<file path="config.mk">
export PLATFORM = sky130hd
export DESIGN_NAME = uSeqTop
export DESIGN_NICKNAME = d
export VERILOG_FILES = /design/src/rtl/uSeqPkg.sv /design/src/rtl/uSeqCtrl.sv /design/src/rtl/uSeqPath.sv /design/src/rtl/uSeqTop.sv
export SDC_FILE = /design/constraint.sdc
export NUM_CORES = 2
export LEC_CHECK = 0
export ABC_AREA = 1
export BUFFER_PORTS_ARGS = -buffer_cell sky130_fd_sc_hd__buf_4
export CORE_ASPECT_RATIO = 1.1
export CORE_MARGIN = 10
export CORE_UTILIZATION = 35
export CTS_CLUSTER_DIAMETER = 40
export CTS_CLUSTER_SIZE = 8
export DETAILED_ROUTE_END_ITERATION = 8
export PLACE_DENSITY = 0.51
export SLEW_MARGIN = 20
export SYNTH_ARGS = -nofsm -noshare
export SYNTH_HDL_FRONTEND = slang
export SYNTH_SLANG_ARGS = --single-unit
</file>
<file path="constraint.sdc">
create_clock -name clk -period 5.2 [get_ports clk]
set_input_delay 0.26 -clock clk [delete_from_list [all_inputs] [get_ports clk]]
set_output_delay 0.26 -clock clk [all_outputs]
set_load 0.1 [all_outputs]
</file>
<file path="src/rtl/uSeqPkg.sv">
package uSeqPkg;

  typedef enum logic [1:0] {
    COND_SEQ  = 2'b00,
    COND_JMP  = 2'b01,
    COND_FLAG = 2'b10,
    COND_END  = 2'b11
  } condCode_e;

  // strobes from the control part to the address datapath
  typedef struct packed {
    logic prime;     // first cycle after reset: fetch word 0
    logic takeMap;   // next address from the opcode map
    logic takeJump;  // next address from the word's target field
    logic takeEnd;   // next address is the fetch routine (0)
  } seqStrobes_t;

endpackage

</file>
<file path="src/rtl/uSeqCtrl.sv">
module uSeqCtrl
  import uSeqPkg::*;
(
  input  logic        validQ,
  input  logic        opLoad,
  input  logic [1:0]  condBits,
  input  logic        statusFlag,
  output seqStrobes_t strobes
);

  condCode_e cond;
  assign cond = condCode_e'(condBits);

  always_comb begin
    strobes = '0;
    if (!validQ) begin
      strobes.prime = 1'b1;
    end else if (opLoad) begin
      strobes.takeMap = 1'b1;
    end else begin
      unique case (cond)
        COND_JMP:  strobes.takeJump = 1'b1;
        COND_FLAG: strobes.takeJump = statusFlag;
        COND_END:  strobes.takeEnd  = 1'b1;
        default:   ;
      endcase
    end
  end

endmodule

</file>
<file path="src/rtl/uSeqPath.sv">
module uSeqPath
  import uSeqPkg::*;
#(
  parameter int ADDR_W = 6,
  parameter int WORD_W = 32,
  parameter int OP_W   = 4
) (
  input  logic                          clk,
  input  logic                          rstN,
  input  seqStrobes_t                   strobes,
  input  logic                          cmWrEn,
  input  logic [ADDR_W-1:0]             cmWrAddr,
  input  logic [WORD_W-1:0]             cmWrData,
  input  logic                          mapWrEn,
  input  logic [OP_W-1:0]               mapWrIdx,
  input  logic [ADDR_W-1:0]             mapWrAddr,
  input  logic [OP_W-1:0]               opcode,
  output logic                          validQ,
  output logic [1:0]                    condBits,
  output logic [ADDR_W-1:0]             pcQ,
  output logic [WORD_W-1:0]             wordQ,
  output logic [WORD_W-2-ADDR_W-1:0]    ctrlOut
);

  localparam int COND_W = 2;
  localparam int CTRL_W = WORD_W - COND_W - ADDR_W;
  localparam int DEPTH  = 1 << ADDR_W;
  localparam int MAP_N  = 1 << OP_W;

  logic [WORD_W-1:0] cmem   [DEPTH];
  logic [ADDR_W-1:0] mapTab [MAP_N];
  logic [ADDR_W-1:0] nextPc;
  logic [ADDR_W-1:0] target;

  assign target   = wordQ[CTRL_W +: ADDR_W];
  assign condBits = wordQ[WORD_W-1 -: COND_W];

  always_comb begin
    if (strobes.prime || strobes.takeEnd) nextPc = '0;
    else if (strobes.takeMap)             nextPc = mapTab[opcode];
    else if (strobes.takeJump)            nextPc = target;
    else                                  nextPc = pcQ + ADDR_W'(1);
  end

  // opcode mapping table, one register per opcode
  for (genvar g = 0; g < MAP_N; g++) begin : gMap
    always_ff @(posedge clk) begin
      if (mapWrEn && (mapWrIdx == OP_W'(g))) mapTab[g] <= mapWrAddr;
    end
  end

  // control memory: synchronous read addressed by the next micro-PC
  always_ff @(posedge clk) begin
    if (cmWrEn) cmem[cmWrAddr] <= cmWrData;
    wordQ <= cmem[nextPc];
  end

  always_ff @(posedge clk or negedge rstN) begin
    if (!rstN) begin
      pcQ    <= '0;
      validQ <= 1'b0;
    end else begin
      pcQ    <= nextPc;
      validQ <= 1'b1;
    end
  end

  assign ctrlOut = validQ ? wordQ[CTRL_W-1:0] : '0;

endmodule

</file>
<file path="src/rtl/uSeqTop.sv">
module uSeqTop
  import uSeqPkg::*;
(
  input  logic        clk,
  input  logic        rstN,
  input  logic        cmWrEn,
  input  logic [5:0]  cmWrAddr,
  input  logic [31:0] cmWrData,
  input  logic        mapWrEn,
  input  logic [3:0]  mapWrIdx,
  input  logic [5:0]  mapWrAddr,
  input  logic        opLoad,
  input  logic [3:0]  opcode,
  input  logic        statusFlag,
  output logic [23:0] ctrlOut,
  output logic        ctrlValid,
  output logic [5:0]  uPc
);

  localparam int ADDR_W = 6;
  localparam int WORD_W = 32;
  localparam int OP_W   = 4;

  seqStrobes_t       strobes;
  logic [1:0]        condBits;
  logic [WORD_W-1:0] curWord;

  uSeqCtrl ctrl_i (
    .validQ    (ctrlValid),
    .opLoad    (opLoad),
    .condBits  (condBits),
    .statusFlag(statusFlag),
    .strobes   (strobes)
  );

  uSeqPath #(.ADDR_W(ADDR_W), .WORD_W(WORD_W), .OP_W(OP_W)) path_i (
    .clk      (clk),
    .rstN     (rstN),
    .strobes  (strobes),
    .cmWrEn   (cmWrEn),
    .cmWrAddr (cmWrAddr),
    .cmWrData (cmWrData),
    .mapWrEn  (mapWrEn),
    .mapWrIdx (mapWrIdx),
    .mapWrAddr(mapWrAddr),
    .opcode   (opcode),
    .validQ   (ctrlValid),
    .condBits (condBits),
    .pcQ      (uPc),
    .wordQ    (curWord),
    .ctrlOut  (ctrlOut)
  );

endmodule

</file>
==> results.sh <==
export IMPL_netlist_cell_type_count=36
export IMPL_hold_path_cell_count=1
export IMPL_worst_pin_slew_ns=1.26
export IMPL_r2r_worst_path_cells=13
export IMPL_p_total_mw=50.8
export IMPL_cts_hold_buffers=50
export IMPL_worst_setup_path_type="reg -> reg"
export IMPL_total_switching_power_mw=14.6
export IMPL_top_level_ports=89
export IMPL_number_of_port_buffers=88
export IMPL_via_count_of_the_first_global_routing_pass=63400
export IMPL_final_layout_setup_total_negative_slack_ns=0
export IMPL_floorplan_die_area_um2=292000
export IMPL_drt_iter0_markers=6361
export IMPL_cts_bufs_inserted=373
export IMPL_syn_mean_instance_area_um2=10.7
export IMPL_holdCritPathClass="in -> reg"
export IMPL_route_detailed_wl_per_inst_um=22.9
export IMPL_cellInternalPower_mw=36.2
export IMPL_max_slew_margin_pct=16.0
export IMPL_grt_pass1_wl_um=431000
export IMPL_numPlacedInstances=12100
export IMPL_ys_warnings_count=0
export IMPL_initial_utilization_pct=35.2
export IMPL_timing_critical_path_max_delay_family="simple AND/OR/NAND/NOR gates"
export IMPL_drt_first_pass_iters=6
export IMPL_highest_signal_layer="met5"
export IMPL_register_bit_total_from_synthesis=2183
export IMPL_drt_wl_total_um=294000
export IMPL_cts_tree="done"
export IMPL_stdcell_count=12800
export IMPL_cell_with_the_largest_stage_delay_on_the_worst_path="sky130_fd_sc_hd__o211ai_4"
export IMPL_terminus_of_the_critical_flop_to_flop_path="path_i.wordQ[15]"
export IMPL_nets=9098
export IMPL_grt_start_max_net_pins=182
export IMPL_path_max_fanout=181
export IMPL_tritoncts_num_sinks=2183
export IMPL_powerDensity_nw_per_um2=452
export IMPL_top_cells_by_area_synth="sky130_fd_sc_hd__edfxtp_1 68%, sky130_fd_sc_hd__nand3_1 12%, sky130_fd_sc_hd__nand2_1 7.1%"
export IMPL_min_delay_start="cmWrData[1]"
export IMPL_cts_root_to_sink_buffers=4
export IMPL_nFillCells=25400
export IMPL_setup_violations_final=0
export IMPL_comb_power_share_pct=16.1
export IMPL_remaining_drc_errors=0
export IMPL_routed_wl_met3_um=19200
export IMPL_fp_dieW_um=516
export IMPL_cp_slowest_stage_delay_ns=0.73
export IMPL_synthArstFlopShare_pct=0.321
export IMPL_fin_crit_ns=4.60
export IMPL_dr_wl_met2_um=143000
export IMPL_cts_reportedPaths_clkPinSlew_ns=0.05
export IMPL_insertion_delay_ns=0.90
export IMPL_fp_dieH_um=566
export IMPL_critPathArrivalTime_ns=5.35
export IMPL_fmax_mhz=218
export IMPL_row_count=200
export IMPL_most_frequent_cells_in_the_layout="2210 x sky130_fd_sc_hd__nand3_1, 2144 x sky130_fd_sc_hd__edfxtp_1, 1797 x sky130_fd_sc_hd__nand2_1, 1642 x sky130_fd_sc_hd__inv_1, 378 x sky130_fd_sc_hd__clkbuf_16"
export IMPL_cp_common_cell="sky130_fd_sc_hd__nand3_1"
export IMPL_vias=65000
export IMPL_kind_of_end_point_of_the_critical_path="flop"
export IMPL_placed_area_um2=100000
export IMPL_buf_inv_on_cp=2
export IMPL_worstSetupStartpointType="flop"
export IMPL_grt_antenna_before_repair=18
export IMPL_cts_root_buffer="sky130_fd_sc_hd__clkbuf_16"
export IMPL_yosys_most_used_dff="sky130_fd_sc_hd__edfxtp_1"
export IMPL_p_seq_share_pct=39.2
export IMPL_drtAntennaViolNets=0
export IMPL_setup_repair_after_global_routing_missed_its_margin="false"
export IMPL_synth_edf_count=2144
export IMPL_clock_skew_ns=0.0520
export IMPL_timing_max_cap_violations=0
export IMPL_critical_path_required_ns=5.95
export IMPL_hold_viol_final=0
export IMPL_wl_met1_um=125000
export IMPL_drt_vias_per_instance=5.06
export IMPL_grtUsageTotal_pct=19.5
export IMPL_clock_tree_htree_level_count=5
export IMPL_post_route_cells_drive_above_1_share_pct=9.37
export IMPL_globalRouteOverflowTotal=0
export IMPL_timing_reg2reg_setup_slack_ns=0.60
export IMPL_synthesis_area_um2=94900
export IMPL_power_share_switching_pct=28.6
export IMPL_report_final_slew_viol_count=0
export IMPL_worst_ir_drop_vdd_mv=0.284
export IMPL_period_share_pct=88.4
export IMPL_hold_path_end="path_i.cmem[4][1]"
export IMPL_postSynthCellCount=8834
export IMPL_regToRegStartpoint="path_i.wordQ[30]"
export IMPL_area_delta_synth_final_pct=18.5
export IMPL_cts_post_setup_buffers_inserted=0
export IMPL_power_share_clock_pct=44.7
export IMPL_total_leakage_power_nw=45.3
export IMPL_status="finished clean"
export IMPL_layout_commonest_cell="sky130_fd_sc_hd__nand3_1"
export IMPL_ys_seq_area_share_pct=68.7
export IMPL_crit_chain="inv_1, ha_1, nor2_1, nand3_1, o211ai_4, buf_12, nand3_1, nand3_1, nand3_1, nand3_1, nand3_1, nand3_1, nand2_1"
export IMPL_yosysTopAreaCellShare_pct=67.9
export IMPL_core_region_um2=270000
export IMPL_yosysTopAreaCell="sky130_fd_sc_hd__edfxtp_1"
export IMPL_place_gp_congestion=0.809
export IMPL_postCtsResizedCells=0
export IMPL_fin_area_um2=112000
export IMPL_syn_num_nets=8896
export IMPL_place_hpwl_um=159000
## through the flow
step	hold WS [ns]	worst slack, ns	utilization (%)
after floorplan	-0.0356	0.810	-
after global placement	0.112	0.559	37.2
after detailed placement	0.114	0.554	37.2
after CTS	0.00136	0.534	41.7
after global routing	0.0566	0.500	41.7
final	0.0292	0.604	41.7
## cells by family after synthesis
family | Yosys count | synth area share, %
DFF | 2183 | 68.7
other | 1 | 0.00395
AOI/OAI and AO/OA | 40 | 0.272
adders and majority gates | 4 | 0.0528
xor gates and xnor gates | 3 | 0.0277
buffers and inverters | 2174 | 9.15
and+or+nand+nor | 4429 | 21.8
## cell type report
| type | instances | area [µm²] | area share (%) |
|---|---|---|---|
| Sequential cell | 2183 | 65200 | 58.0 |
| Multi-Input combinational cell | 4477 | 21500 | 19.2 |
| Clock buffer | 493 | 10100 | 8.96 |
| Inverter | 1651 | 6230 | 5.54 |
| Tap cell | 3535 | 4420 | 3.93 |
| Timing Repair Buffer | 350 | 3530 | 3.14 |
| Clock inverter | 144 | 1400 | 1.24 |
| Antenna cell | 5 | 12.5 | 0.0111 |
## how the worst max path moves through the flow
stage	startpoint	to	slack, ns	depth (start not counted)
floorplan	cmWrEn	path_i.cmem[48][0]	0.81	3
global placement	path_i.wordQ[30]	path_i.wordQ[30]	0.56	13
detailed placement	path_i.wordQ[30]	path_i.wordQ[30]	0.55	13
CTS	path_i.wordQ[30]	path_i.wordQ[30]	0.53	13
global route	path_i.wordQ[30]	path_i.wordQ[26]	0.50	16
finish	path_i.wordQ[30]	path_i.wordQ[15]	0.60	13
## power groups by stage
stage / registers, mW / logic [mW] / clock network [mW]
final: 19.9 / 8.20 / 22.7
after global routing: 19.9 / 8.91 / 23.9
after CTS: 19.9 / 8.23 / 23.0
after detailed placement: 20.3 / 8.17 / 0
after global placement: 20.3 / 8.14 / 0
after floorplan: 20.1 / 4.96 / 0
## state kept, by name (all words and copies together), names as in the netlist
signal	count
path_i.mapTab	96
path_i.validQ	1
path_i.wordQ	32
path_i.cmem	2048
path_i.pcQ	6
## synth_stat cells (2+ instances only)
library cell and count:
sky130_fd_sc_hd__xor2_1 2, sky130_fd_sc_hd__nand4_1 9, sky130_fd_sc_hd__buf_2 328, sky130_fd_sc_hd__o211ai_1 6
sky130_fd_sc_hd__dfrtp_1 7, sky130_fd_sc_hd__o21ai_0 2, sky130_fd_sc_hd__nand3b_1 320, sky130_fd_sc_hd__edfxtp_1 2144
sky130_fd_sc_hd__inv_1 1644, sky130_fd_sc_hd__clkbuf_1 122, sky130_fd_sc_hd__a21oi_1 18, sky130_fd_sc_hd__nor2_1 76
sky130_fd_sc_hd__dfxtp_1 32, sky130_fd_sc_hd__nand3_2 2, sky130_fd_sc_hd__nand3_1 2210, sky130_fd_sc_hd__nand2_1 1800
sky130_fd_sc_hd__o21ai_1 2, sky130_fd_sc_hd__a22oi_1 5, sky130_fd_sc_hd__a32o_1 2, sky130_fd_sc_hd__nor4_1 8
sky130_fd_sc_hd__inv_2 5, sky130_fd_sc_hd__nand2_2 3, sky130_fd_sc_hd__buf_6 2, sky130_fd_sc_hd__ha_1 4
sky130_fd_sc_hd__buf_1 45, sky130_fd_sc_hd__buf_4 26
## metal layers
metal,up-vias,GRT usage (%)
li1,29900,-
met1,32200,26.1
met2,2317,32.9
met3,490,2.92
met4,2,5.24
met5,-,0
Power figures use the tool's default switching activity.
